[src/rtl/uart_irq_pkg.sv]
`timescale 1ns/1ps
package uart_irq_pkg;

  localparam int IEN_W     = 4;
  localparam int IEN_RX    = 0;
  localparam int IEN_TX    = 1;
  localparam int IEN_LINE  = 2;
  localparam int IEN_MODEM = 3;

  localparam int N_TRIG = 4;
  localparam int SEL_W  = $clog2(N_TRIG);

  typedef enum logic [3:0] {
    ISR_NONE  = 4'b0001,
    ISR_LINE  = 4'b0110,
    ISR_RXAV  = 4'b0100,
    ISR_RXTO  = 4'b1100,
    ISR_TXE   = 4'b0010,
    ISR_MODEM = 4'b0000
  } isr_code_e;

  typedef struct packed {
    logic line;
    logic rxav;
    logic rxto;
    logic txe;
    logic modem;
  } pend_t;

endpackage

[src/rtl/uart_irq_rst_sync.sv]
`timescale 1ns/1ps
module uart_irq_rst_sync #(
  parameter int STAGES = 2
) (
  input  logic clk,
  input  logic rst_n,
  output logic rst_l
);

  logic [STAGES-1:0] sync_q;
  logic [STAGES-1:0] sync_d;

  always_comb begin
    sync_d = {sync_q[STAGES-2:0], 1'b1};
  end

  always_ff @(posedge clk or negedge rst_n) begin
    if (!rst_n) sync_q <= '0;
    else        sync_q <= sync_d;
  end

  assign rst_l = sync_q[STAGES-1];

endmodule

[src/rtl/uart_irq_rxtrig.sv]
`timescale 1ns/1ps
module uart_irq_rxtrig
  import uart_irq_pkg::*;
#(
  parameter int FIFO_DEPTH = 16,
  parameter int TRIG0 = 1,
  parameter int TRIG1 = 4,
  parameter int TRIG2 = 8,
  parameter int TRIG3 = 14,
  localparam int LVL_W = $clog2(FIFO_DEPTH + 1)
) (
  input  logic [SEL_W-1:0] trig_sel,
  input  logic [LVL_W-1:0] rx_level,
  output logic             at_trig
);

  function automatic int thr_of(input int idx);
    case (idx)
      0:       return TRIG0;
      1:       return TRIG1;
      2:       return TRIG2;
      default: return TRIG3;
    endcase
  endfunction

  logic [N_TRIG-1:0] hit;

  // One comparator per selectable threshold; the select picks one result.
  for (genvar g = 0; g < N_TRIG; g++) begin : g_thr
    localparam int THR = thr_of(g);
    assign hit[g] = (int'(rx_level) >= THR);
  end

  assign at_trig = hit[trig_sel];

endmodule

[src/rtl/uart_irq_flags.sv]
`timescale 1ns/1ps
module uart_irq_flags #(
  parameter int N_ERR = 4,
  parameter int N_DLT = 4,
  parameter int LVL_W = 5
) (
  input  logic             clk,
  input  logic             rst_l,
  input  logic [N_ERR-1:0] line_err,
  input  logic             rd_lsr,
  input  logic [N_DLT-1:0] modem_delta,
  input  logic             rd_msr,
  input  logic             tx_empty,
  input  logic             ien_tx,
  input  logic             rd_isr,
  input  logic             isr_is_txe,
  input  logic             rx_timeout,
  input  logic [LVL_W-1:0] rx_level,
  input  logic             rd_rhr,
  output logic [N_ERR-1:0] err_q,
  output logic [N_DLT-1:0] dlt_q,
  output logic             txe_pend,
  output logic             rxto_pend
);

  // ---------------- line error latches ----------------
  logic [N_ERR-1:0] err_d;
  logic             err_en;

  for (genvar g = 0; g < N_ERR; g++) begin : g_err
    assign err_d[g] = line_err[g] | (err_q[g] & ~rd_lsr);
  end
  assign err_en = rd_lsr | (|line_err);

  always_ff @(posedge clk or negedge rst_l) begin
    if (!rst_l)      err_q <= '0;
    else if (err_en) err_q <= err_d;
  end

  // ---------------- modem change latches ----------------
  logic [N_DLT-1:0] dlt_d;
  logic             dlt_en;

  for (genvar g = 0; g < N_DLT; g++) begin : g_dlt
    assign dlt_d[g] = modem_delta[g] | (dlt_q[g] & ~rd_msr);
  end
  assign dlt_en = rd_msr | (|modem_delta);

  always_ff @(posedge clk or negedge rst_l) begin
    if (!rst_l)      dlt_q <= '0;
    else if (dlt_en) dlt_q <= dlt_d;
  end

  // ---------------- transmit empty ----------------
  logic tx_q, ien_q;
  logic txe_set, txe_clr, txe_d;

  always_comb begin
    txe_set = tx_empty & (~tx_q | (ien_tx & ~ien_q));
    txe_clr = ~tx_empty | (rd_isr & isr_is_txe);
    txe_d   = txe_set | (txe_pend & ~txe_clr);
  end

  always_ff @(posedge clk or negedge rst_l) begin
    if (!rst_l) begin
      tx_q     <= 1'b0;
      ien_q    <= 1'b0;
      txe_pend <= 1'b0;
    end else begin
      tx_q     <= tx_empty;
      ien_q    <= ien_tx;
      txe_pend <= txe_d;
    end
  end

  // ---------------- character timeout ----------------
  logic lvl_nz, rxto_d, rxto_en;

  always_comb begin
    lvl_nz  = |rx_level;
    rxto_d  = lvl_nz & (rx_timeout | (rxto_pend & ~rd_rhr));
    rxto_en = rx_timeout | rd_rhr | rxto_pend;
  end

  always_ff @(posedge clk or negedge rst_l) begin
    if (!rst_l)       rxto_pend <= 1'b0;
    else if (rxto_en) rxto_pend <= rxto_d;
  end

  // ---------------- assertions ----------------
  AST_ERR_CLEAR: assert property (@(posedge clk) disable iff (!rst_l)
    (rd_lsr && !(|line_err)) |=> (err_q == '0));

  AST_DLT_CLEAR: assert property (@(posedge clk) disable iff (!rst_l)
    (rd_msr && !(|modem_delta)) |=> (dlt_q == '0));

  AST_TXE_ACK: assert property (@(posedge clk) disable iff (!rst_l)
    (rd_isr && isr_is_txe && $stable(tx_empty) && $stable(ien_tx)) |=> !txe_pend);

  AST_RXTO_EMPTY: assert property (@(posedge clk) disable iff (!rst_l)
    (rx_level == '0) |=> !rxto_pend);

endmodule

[src/rtl/uart_irq_arb.sv]
`timescale 1ns/1ps
module uart_irq_arb
  import uart_irq_pkg::*;
(
  input  logic      clk,
  input  logic      rst_l,
  input  pend_t     pend,
  output isr_code_e code_q,
  output logic      irq_q
);

  isr_code_e code_d;
  logic      irq_d;
  logic      upd;

  always_comb begin
    if (pend.line)       code_d = ISR_LINE;
    else if (pend.rxav)  code_d = ISR_RXAV;
    else if (pend.rxto)  code_d = ISR_RXTO;
    else if (pend.txe)   code_d = ISR_TXE;
    else if (pend.modem) code_d = ISR_MODEM;
    else                 code_d = ISR_NONE;
    irq_d = (code_d != ISR_NONE);
    upd   = (code_d != code_q) | (irq_d != irq_q);
  end

  always_ff @(posedge clk or negedge rst_l) begin
    if (!rst_l) begin
      code_q <= ISR_NONE;
      irq_q  <= 1'b0;
    end else if (upd) begin
      code_q <= code_d;
      irq_q  <= irq_d;
    end
  end

  AST_CODE_LEGAL: assert property (@(posedge clk) disable iff (!rst_l)
    (code_q inside {ISR_NONE, ISR_LINE, ISR_RXAV, ISR_RXTO, ISR_TXE, ISR_MODEM}));

  AST_IRQ_AGREES: assert property (@(posedge clk) disable iff (!rst_l)
    (irq_q == !code_q[0]));

  AST_LINE_FIRST: assert property (@(posedge clk) disable iff (!rst_l)
    pend.line |=> (code_q == ISR_LINE));

  AST_IDLE_QUIET: assert property (@(posedge clk) disable iff (!rst_l)
    (pend == '0) |=> (code_q == ISR_NONE && !irq_q));

endmodule

[src/rtl/uart_irq_ctrl.sv]
`timescale 1ns/1ps
module uart_irq_ctrl
  import uart_irq_pkg::*;
#(
  parameter int FIFO_DEPTH = 16,
  parameter int N_ERR = 4,
  parameter int N_DLT = 4,
  parameter int TRIG0 = 1,
  parameter int TRIG1 = 4,
  parameter int TRIG2 = 8,
  parameter int TRIG3 = 14,
  localparam int LVL_W = $clog2(FIFO_DEPTH + 1)
) (
  input  logic             clk,
  input  logic             rst_n,
  input  logic [IEN_W-1:0] ier,
  input  logic             fifo_en,
  input  logic [SEL_W-1:0] trig_sel,
  input  logic [LVL_W-1:0] rx_level,
  input  logic             rx_timeout,
  input  logic [N_ERR-1:0] line_err,
  input  logic             tx_empty,
  input  logic [N_DLT-1:0] modem_delta,
  input  logic             rd_isr,
  input  logic             rd_lsr,
  input  logic             rd_msr,
  input  logic             rd_rhr,
  output logic             irq,
  output logic [3:0]       isr_code,
  output logic [N_ERR-1:0] lsr_err,
  output logic [N_DLT-1:0] msr_delta
);

  logic      rst_l;
  logic      at_trig;
  logic      txe_pend, rxto_pend;
  logic      rx_ok;
  pend_t     pend;
  isr_code_e code_q;
  logic      irq_q;

  uart_irq_rst_sync #(.STAGES(2)) u_rst (
    .clk   (clk),
    .rst_n (rst_n),
    .rst_l (rst_l)
  );

  uart_irq_rxtrig #(
    .FIFO_DEPTH (FIFO_DEPTH),
    .TRIG0 (TRIG0), .TRIG1 (TRIG1), .TRIG2 (TRIG2), .TRIG3 (TRIG3)
  ) u_trig (
    .trig_sel (trig_sel),
    .rx_level (rx_level),
    .at_trig  (at_trig)
  );

  uart_irq_flags #(
    .N_ERR (N_ERR),
    .N_DLT (N_DLT),
    .LVL_W (LVL_W)
  ) u_flags (
    .clk         (clk),
    .rst_l       (rst_l),
    .line_err    (line_err),
    .rd_lsr      (rd_lsr),
    .modem_delta (modem_delta),
    .rd_msr      (rd_msr),
    .tx_empty    (tx_empty),
    .ien_tx      (ier[IEN_TX]),
    .rd_isr      (rd_isr),
    .isr_is_txe  (code_q == ISR_TXE),
    .rx_timeout  (rx_timeout),
    .rx_level    (rx_level),
    .rd_rhr      (rd_rhr),
    .err_q       (lsr_err),
    .dlt_q       (msr_delta),
    .txe_pend    (txe_pend),
    .rxto_pend   (rxto_pend)
  );

  always_comb begin
    rx_ok      = fifo_en & ier[IEN_RX];
    pend.line  = (|lsr_err) & ier[IEN_LINE];
    pend.rxav  = rx_ok & at_trig;
    pend.rxto  = rx_ok & rxto_pend;
    pend.txe   = txe_pend & ier[IEN_TX];
    pend.modem = (|msr_delta) & ier[IEN_MODEM];
  end

  uart_irq_arb u_arb (
    .clk    (clk),
    .rst_l  (rst_l),
    .pend   (pend),
    .code_q (code_q),
    .irq_q  (irq_q)
  );

  assign isr_code = code_q;
  assign irq      = irq_q;

  AST_RX_GATED: assert property (@(posedge clk) disable iff (!rst_l)
    !(fifo_en && ier[IEN_RX]) |=> !(isr_code == ISR_RXAV || isr_code == ISR_RXTO));

  AST_TOP_TRIG: assert property (@(posedge clk) disable iff (!rst_l)
    (fifo_en && ier[IEN_RX] && int'(rx_level) >= TRIG3 && !(ier[IEN_LINE] && (|lsr_err)))
      |=> (isr_code == ISR_RXAV));

endmodule

[config.mk]
export PLATFORM = sky130hd
export DESIGN_NAME = uart_irq_ctrl
export DESIGN_NICKNAME = d
export VERILOG_FILES = /design/src/rtl/uart_irq_pkg.sv /design/src/rtl/uart_irq_rst_sync.sv /design/src/rtl/uart_irq_rxtrig.sv /design/src/rtl/uart_irq_flags.sv /design/src/rtl/uart_irq_arb.sv /design/src/rtl/uart_irq_ctrl.sv
export SDC_FILE = /design/constraint.sdc
export NUM_CORES = 1
export LEC_CHECK = 0
export CAP_MARGIN = 20
export CORE_ASPECT_RATIO = 1.4
export CORE_UTILIZATION = 37
export CTS_CLUSTER_DIAMETER = 60
export DETAILED_ROUTE_END_ITERATION = 8
export MAX_ROUTING_LAYER = met4
export PLACE_DENSITY = 0.87
export SLEW_MARGIN = 20
export SYNTH_ARGS = -nofsm -noshare
export SYNTH_HDL_FRONTEND = slang
export SYNTH_SLANG_ARGS = --single-unit
[constraint.sdc]
create_clock -name clk -period 1 [get_ports clk]
set_clock_uncertainty 0.1 [all_clocks]
set_input_delay 0.1 -clock clk [delete_from_list [all_inputs] [get_ports clk]]
set_output_delay 0.1 -clock clk [all_outputs]
set_load 0.02 [all_outputs]
==> run metrics, run 1 <==
status=finished with violations; failing checks=setup timing; router iterations before antenna repair=5; Antenna Nets Post-Route=0; syn avg cell area=12.2 sq um; first-pass GRT wire length=3200 um; # rows=18; min-delay worst type=reg -> async; Final WS setup=-0.467 ns; Total Die Area=2190 sq um; final instance area=1440 sq um; total wire length=2170 um; Final period util=147%; Max Fclk=682 MHz; Critical Path Start Type=flop; max-slew violations=0; clk slew on worst S/H paths=0.10 ns; DR iter-0 viols=10; synth unique cells=25; vias post-DR=741; Initial Util=40.7%; Hold WS=0.000912 ns; Post-Syn Nets=89; FF+latch count, synth=19; Placeable Area=1820 sq um; die height=55.0 um; share of cells above drive strength 1=39.5%; CTS Sinks=19; initial antenna violation count=0; clock root buffer=clkbuf_4; Max VDD drop=1.09 mV; H-Tree Depth=1; ranking of synthesized cells by area=dfrtp_1 (61%), a21o_1 (7.1%), dfstp_2 (3.5%); filler cell count=110; Static Leak=0.647 nW; largest net degree at the start of global routing=11; I/O pin count=41; Congestion Overflow GR=0; number of diodes=0; wl on met1=648 um; TritonCTS clock tree=done; Synth top area share=60.6%; Worst R2R Path Depth=3; Nets=153; Critical Path RT=1.09 ns; total CTS buffers=3; PortBufs=40; unrepaired setup endpoints after global routing=yes; Residual DRC=0; DR WL met2=1380 um; area post-placement=1290 sq um; Multi-input gate area=292 sq um; register-to-register setup slack=-0.47 ns; max layer used=met4; Layout area overhead=93.4%; setup violators final=20; die width=39.9 um; commonest non-fill, non-tap cell in the layout=clkdlybuf4s50_1; worst path arrival time=1.55 ns; post-synthesis cell area=743 sq um; post-synth top area cell=dfrtp_1; Worst-Skew Late Latency=0.29 ns; Synth Warn #=0; PwrDens=1180 nW/um^2; vias in the first global route=783; commonest cells after routing, fill and taps aside=clkdlybuf4s50_1 (27), buf_6 (23), dfrtp_1 (15); crit-path max FO=3; final hold violation count=0; metal3 WL=102 um; Via density=5.15; Clock Tree Buf Depth=2; total track usage=22.7%; register area share after synthesis=64.1%; critical path endpoint category=flop; kind of critical path=reg -> reg; placed wire-length estimate=1670 um; sequential cell area=480 sq um; maxcap violations=0; min cycle time layout=1.47 ns; Post-Syn Instances=61; GPL Wtd Cong=0.764; post-DR wirelength/cell=15.0 um
## registers in the layout, indices dropped and copies added (netlist names)
name               cells
u_flags.txe_pend       1
u_flags.dlt_q          4
u_rst.sync_q           2
u_flags.err_q          4
u_arb.irq_q            1
u_flags.ien_q          1
u_arb.code_q           4
u_flags.rxto_pend      1
u_flags.tx_q           1
## critical path, cell delays in order, from the launching register on
cell,delay (ns)
dfrtp_2,0.42
o41a_1,0.44
or2_0,0.22
o22a_1,0.17
## routing by layer
layer  up-vias  global-route usage [%]
li1        340                       -
met1       362                    18.9
met2        35                    46.2
met3         4                    2.80
met4         0                    9.20
met5         -                       -
## timing repair
action | in CTS | in global routing
endpoints found under the hold margin | 2 | 0
pin swaps | 4 | 2
setup endpoints to repair | 20 | 22
resized for setup | 88 | 10
buffers inserted | 2 | 3
gates cloned | 0 | 0
hold buffers | 1 | 0
## cells in the mapped netlist
| library cell | n |
|---|---|
| dfstp_2 | 1 |
| nor2b_1 | 1 |
| nor3_1 | 1 |
| dfrtp_1 | 18 |
| o22a_1 | 2 |
| inv_1 | 4 |
| a21boi_0 | 1 |
| and2_1 | 1 |
| nor2_1 | 3 |
| a211o_1 | 1 |
| a21oi_1 | 3 |
| or2_0 | 1 |
| nand2b_4 | 1 |
| o31ai_1 | 1 |
| nand2_1 | 5 |
| o21ai_0 | 2 |
| nor3_2 | 1 |
| a21o_1 | 7 |
| o41ai_1 | 1 |
| conb_1 | 1 |
| o41a_1 | 1 |
| nor4b_1 | 1 |
| nand2b_1 | 1 |
| a21o_2 | 1 |
| a211oi_1 | 1 |
## worst paths after layout
path                                              start                          end
min reg2reg                   u_rst.sync_q[1]$_DFF_PN0_  u_arb.code_q[1]$_DFFE_PN0P_
min in group clk                               tx_empty       u_flags.tx_q$_DFF_PN0_
max reg2reg                u_flags.err_q[0]$_DFFE_PN0P_  u_arb.code_q[2]$_DFFE_PN0P_
max in group asynchronous                         rst_n    u_rst.sync_q[1]$_DFF_PN0_
max                        u_flags.err_q[0]$_DFFE_PN0P_  u_arb.code_q[2]$_DFFE_PN0P_
min                           u_rst.sync_q[1]$_DFF_PN0_  u_arb.code_q[1]$_DFFE_PN0P_
## layout make-up
cell class / count / share of cell area (%)
inverter: 4 / 1.04
timing repair buffer: 59 / 41.7
sequential: 19 / 33.4
clock buffer: 4 / 1.83
multi-input combinational: 38 / 20.3
tap: 20 / 1.74
## through the flow
stage | utilization, % | total power, mW | setup TNS, ns | setup WS (ns) | instances
after global placement | 70.8 | 1.24 | -5.61 | -0.584 | 136
after detailed placement | 70.8 | 1.26 | -6.29 | -0.668 | 136
after floorplan | - | 0.991 | -2.04 | -0.496 | 61
after global routing | 78.8 | 1.77 | -4.96 | -0.555 | 144
final | 78.8 | 1.69 | -4.03 | -0.467 | 144
after CTS | 76.6 | 1.68 | -3.97 | -0.469 | 143
## where the power goes
group	switching (mW)	internal, mW	total, mW
Combinational	0.171	0.283	0.454
Clock	0.226	0.155	0.381
Sequential	0.0392	0.819	0.859
Total	0.436	1.26	1.69
## cells by family (layout without fill, tap and decap cells)
kind of cell | count (synthesis) | count (layout) | share of synthesized area (%)
other | 1 | 1 | 0.505
DFF | 19 | 19 | 64.1
and+or+nand+nor | 16 | 16 | 12.5
AOI/OAI and AO/OA | 21 | 21 | 20.9
buffers and inverters | 4 | 67 | 2.02
Power figures use the tool's default switching activity.
==> run 2, diff against run 1 <==
--- a/config.mk
+++ b/config.mk
@@ -5,7 +5,6 @@
 export SDC_FILE = /design/constraint.sdc
 export NUM_CORES = 1
 export LEC_CHECK = 0
-export CAP_MARGIN = 20
 export CORE_ASPECT_RATIO = 1.4
 export CORE_UTILIZATION = 37
 export CTS_CLUSTER_DIAMETER = 60
==> constraint.sdc (replaced) <==
create_clock -name clk -period 1.6 [get_ports clk]
set_clock_uncertainty 0.1 [all_clocks]
set_input_delay 0.16 -clock clk [delete_from_list [all_inputs] [get_ports clk]]
set_output_delay 0.16 -clock clk [all_outputs]
set_load 0.02 [all_outputs]
==> run 2 against run 1 <==
  * The run now ends clean
  * Hold slack improved by 0.17 ns
  * Non-clock buffer count down 17
  * Worst setup slack better by 0.53 ns
  * Clock-buffer cell count down 1
  * Die area unchanged
  * First-iteration DRC count is 20% lower
  * Utilization is 12 points lower
  * Sequential power shrank 37%
  * Wire length decreased by 26%
  * Register-to-register slack improved by 0.53 ns
  * Combinational power decreased by 57%
  * Critical endpoint unchanged
  * Largest cell class is now registers
  * Largest power group unchanged
  * Highest routed layer unchanged
==> run metrics, run 2 (synthesis gave the netlist of run 1 again) <==
register-to-register setup slack=0.06 ns (was -0.47 ns); critical path endpoint category=flop (unchanged); Antenna Nets Post-Route=0 (unchanged); Clock Tree Buf Depth=2 (unchanged); worst path arrival time=1.63 ns (was 1.55 ns); min-delay worst type=reg -> async (unchanged); Max VDD drop=0.556 mV (was 1.09 mV); kind of critical path=reg -> reg (unchanged); vias post-DR=634 (was 741); vias in the first global route=619 (was 783); CTS Sinks=19 (unchanged); largest net degree at the start of global routing=18 (was 11); final hold violation count=0 (unchanged); sequential cell area=477 sq um (was 480 sq um); Congestion Overflow GR=0 (unchanged); clk slew on worst S/H paths=0.11 ns (was 0.10 ns); Via density=4.99 (was 5.15); Residual DRC=0 (unchanged); Critical Path RT=1.69 ns (was 1.09 ns); I/O pin count=41 (unchanged); setup violators final=0 (was 20); initial antenna violation count=0 (unchanged); Crit path largest cell delay=0.52 ns (was 0.44 ns); Nets=136 (was 153); total CTS buffers=3 (unchanged); setup repair bufs after CTS=0 (was 2); Worst-Skew Late Latency=0.31 ns (was 0.29 ns); Placeable Area=1820 sq um (unchanged); CP max stage cell=o41a_1 (unchanged); Total Die Area=2190 sq um (unchanged); Static Leak=0.562 nW (was 0.647 nW); die width=39.9 um (unchanged); maxcap violations=0 (unchanged); share of cells above drive strength 1=8.41% (was 39.5%); placed wire-length estimate=1330 um (was 1670 um); Max Fclk=651 MHz (was 682 MHz); filler cell count=141 (was 110); post-DR wirelength/cell=12.7 um (was 15.0 um); total track usage=18.0% (was 22.7%); first-pass GRT wire length=2520 um (was 3200 um); top flop regs=u_arb.code_q: 4 flops, u_flags.dlt_q: 4 flops, u_flags.err_q: 4 flops (unchanged); min cycle time layout=1.54 ns (was 1.47 ns); Initial Util=40.7% (unchanged); TritonCTS clock tree=done (unchanged); crit-path max FO=5 (was 3); GPL Wtd Cong=0.785 (was 0.764); Final period util=96.0% (was 147%); pre-CTS setup slack=-0.0755 ns (was -0.668 ns); PwrDens=793 nW/um^2 (was 1180 nW/um^2); clock root buffer=clkbuf_4 (unchanged); Layout Utilization=67.1% (was 78.8%); crit-path cells=o41a_1 > or2_0 > o22a_1 (unchanged); number of diodes=0 (unchanged); H-Tree Depth=1 (unchanged); PortBufs=40 (unchanged); Critical Path Start Type=flop (unchanged); status=finished, final reports clean (was finished with violations); commonest cells after routing, fill and taps aside=clkdlybuf4s50_1 (31), dfrtp_1 (18), a21o_1 (7) (was clkdlybuf4s50_1 (27), buf_6 (23), dfrtp_1 (15)); worst-margin pin slew=0.651 ns; DR iter-0 viols=8 (was 10); die height=55.0 um (unchanged); # rows=18 (unchanged); router iterations before antenna repair=2 (was 5); Multi-input gate area=251 sq um (was 292 sq um); total wire length=1610 um (was 2170 um); Worst slew margin=56.6%; Layout area overhead=64.8% (was 93.4%); unrepaired setup endpoints after global routing=no (was yes); Final WS setup=0.0632 ns (was -0.467 ns); commonest non-fill, non-tap cell in the layout=clkdlybuf4s50_1 (unchanged); max-slew violations=0 (unchanged)
-- run 2: path summary, 6_finish.rpt --
check | startpoint | end | cells after the start
hold / removal | u_rst.sync_q[1]$_DFF_PN0_ | u_flags.err_q[0]$_DFFE_PN0P_ | 0
hold reg to reg | u_rst.sync_q[1]$_DFF_PN0_ | u_flags.err_q[0]$_DFFE_PN0P_ | 0
min in group clk | tx_empty | u_flags.tx_q$_DFF_PN0_ | 1
max in group asynchronous | u_rst.sync_q[1]$_DFF_PN0_ | u_flags.rxto_pend$_DFFE_PN0P_ | 0
setup reg to reg | u_flags.err_q[1]$_DFFE_PN0P_ | u_arb.code_q[2]$_DFFE_PN0P_ | 3
setup / recovery | u_flags.err_q[1]$_DFFE_PN0P_ | u_arb.code_q[2]$_DFFE_PN0P_ | 3
-- run 2: metrics by stage --
stage | setup TNS [ns] | area (sq um) | std cells | hold WS, ns | power (mW)
after CTS | 0 | 1210 | 127 | 0.204 | 0.984
after floorplan | 0 | 743 | 61 | -0.236 | 0.617
after global routing | 0 | 1220 | 127 | 0.211 | 1.01
final | 0 | 1220 | 127 | 0.175 | 0.971
after global placement | -0.0273 | 1180 | 122 | 0.169 | 0.738
after detailed placement | -0.141 | 1180 | 122 | 0.192 | 0.745
-- run 2: worst max-delay path, delay by kind of cell, from the launching register on --
family | cells | cell delay (ns)
simple gates | 1 | 0.24
flops | 1 | 0.41
compound gates | 2 | 0.68
-- run 2: where the power goes --
part	internal, mW	switching [mW]	leakage [nW]
clock network	0.0934	0.149	0.0177
registers	0.511	0.0258	0.212
logic	0.118	0.0748	0.332
-- run 2: area by class of cell --
class	instances	area share, %
Clock buffer	3	1.84
Clock inverter	1	0.409
Inverter	4	1.23
Multi-Input combinational cell	38	20.5
Sequential cell	19	38.9
Tap cell	20	2.04
Timing Repair Buffer	42	35.0
-- run 2: what timing repair did --
| action | 4_1_cts | 5_1_grt |
|---|---|---|
| endpoints found under the setup margin | 3 | 6 |
| endpoints found under the hold margin | 2 | 0 |
| hold buffers | 1 | 0 |
| pin swaps | 0 | 0 |
| resized for setup | 3 | 6 |
-- run 2: per-layer routing --
layer	routed length (um)	up-vias	GRT usage (%)
met1	565	293	18.2
met2	887	30	31.2
met4	42	0	12.1
li1	-	306	-
met3	113	5	2.40
met5	0	-	-
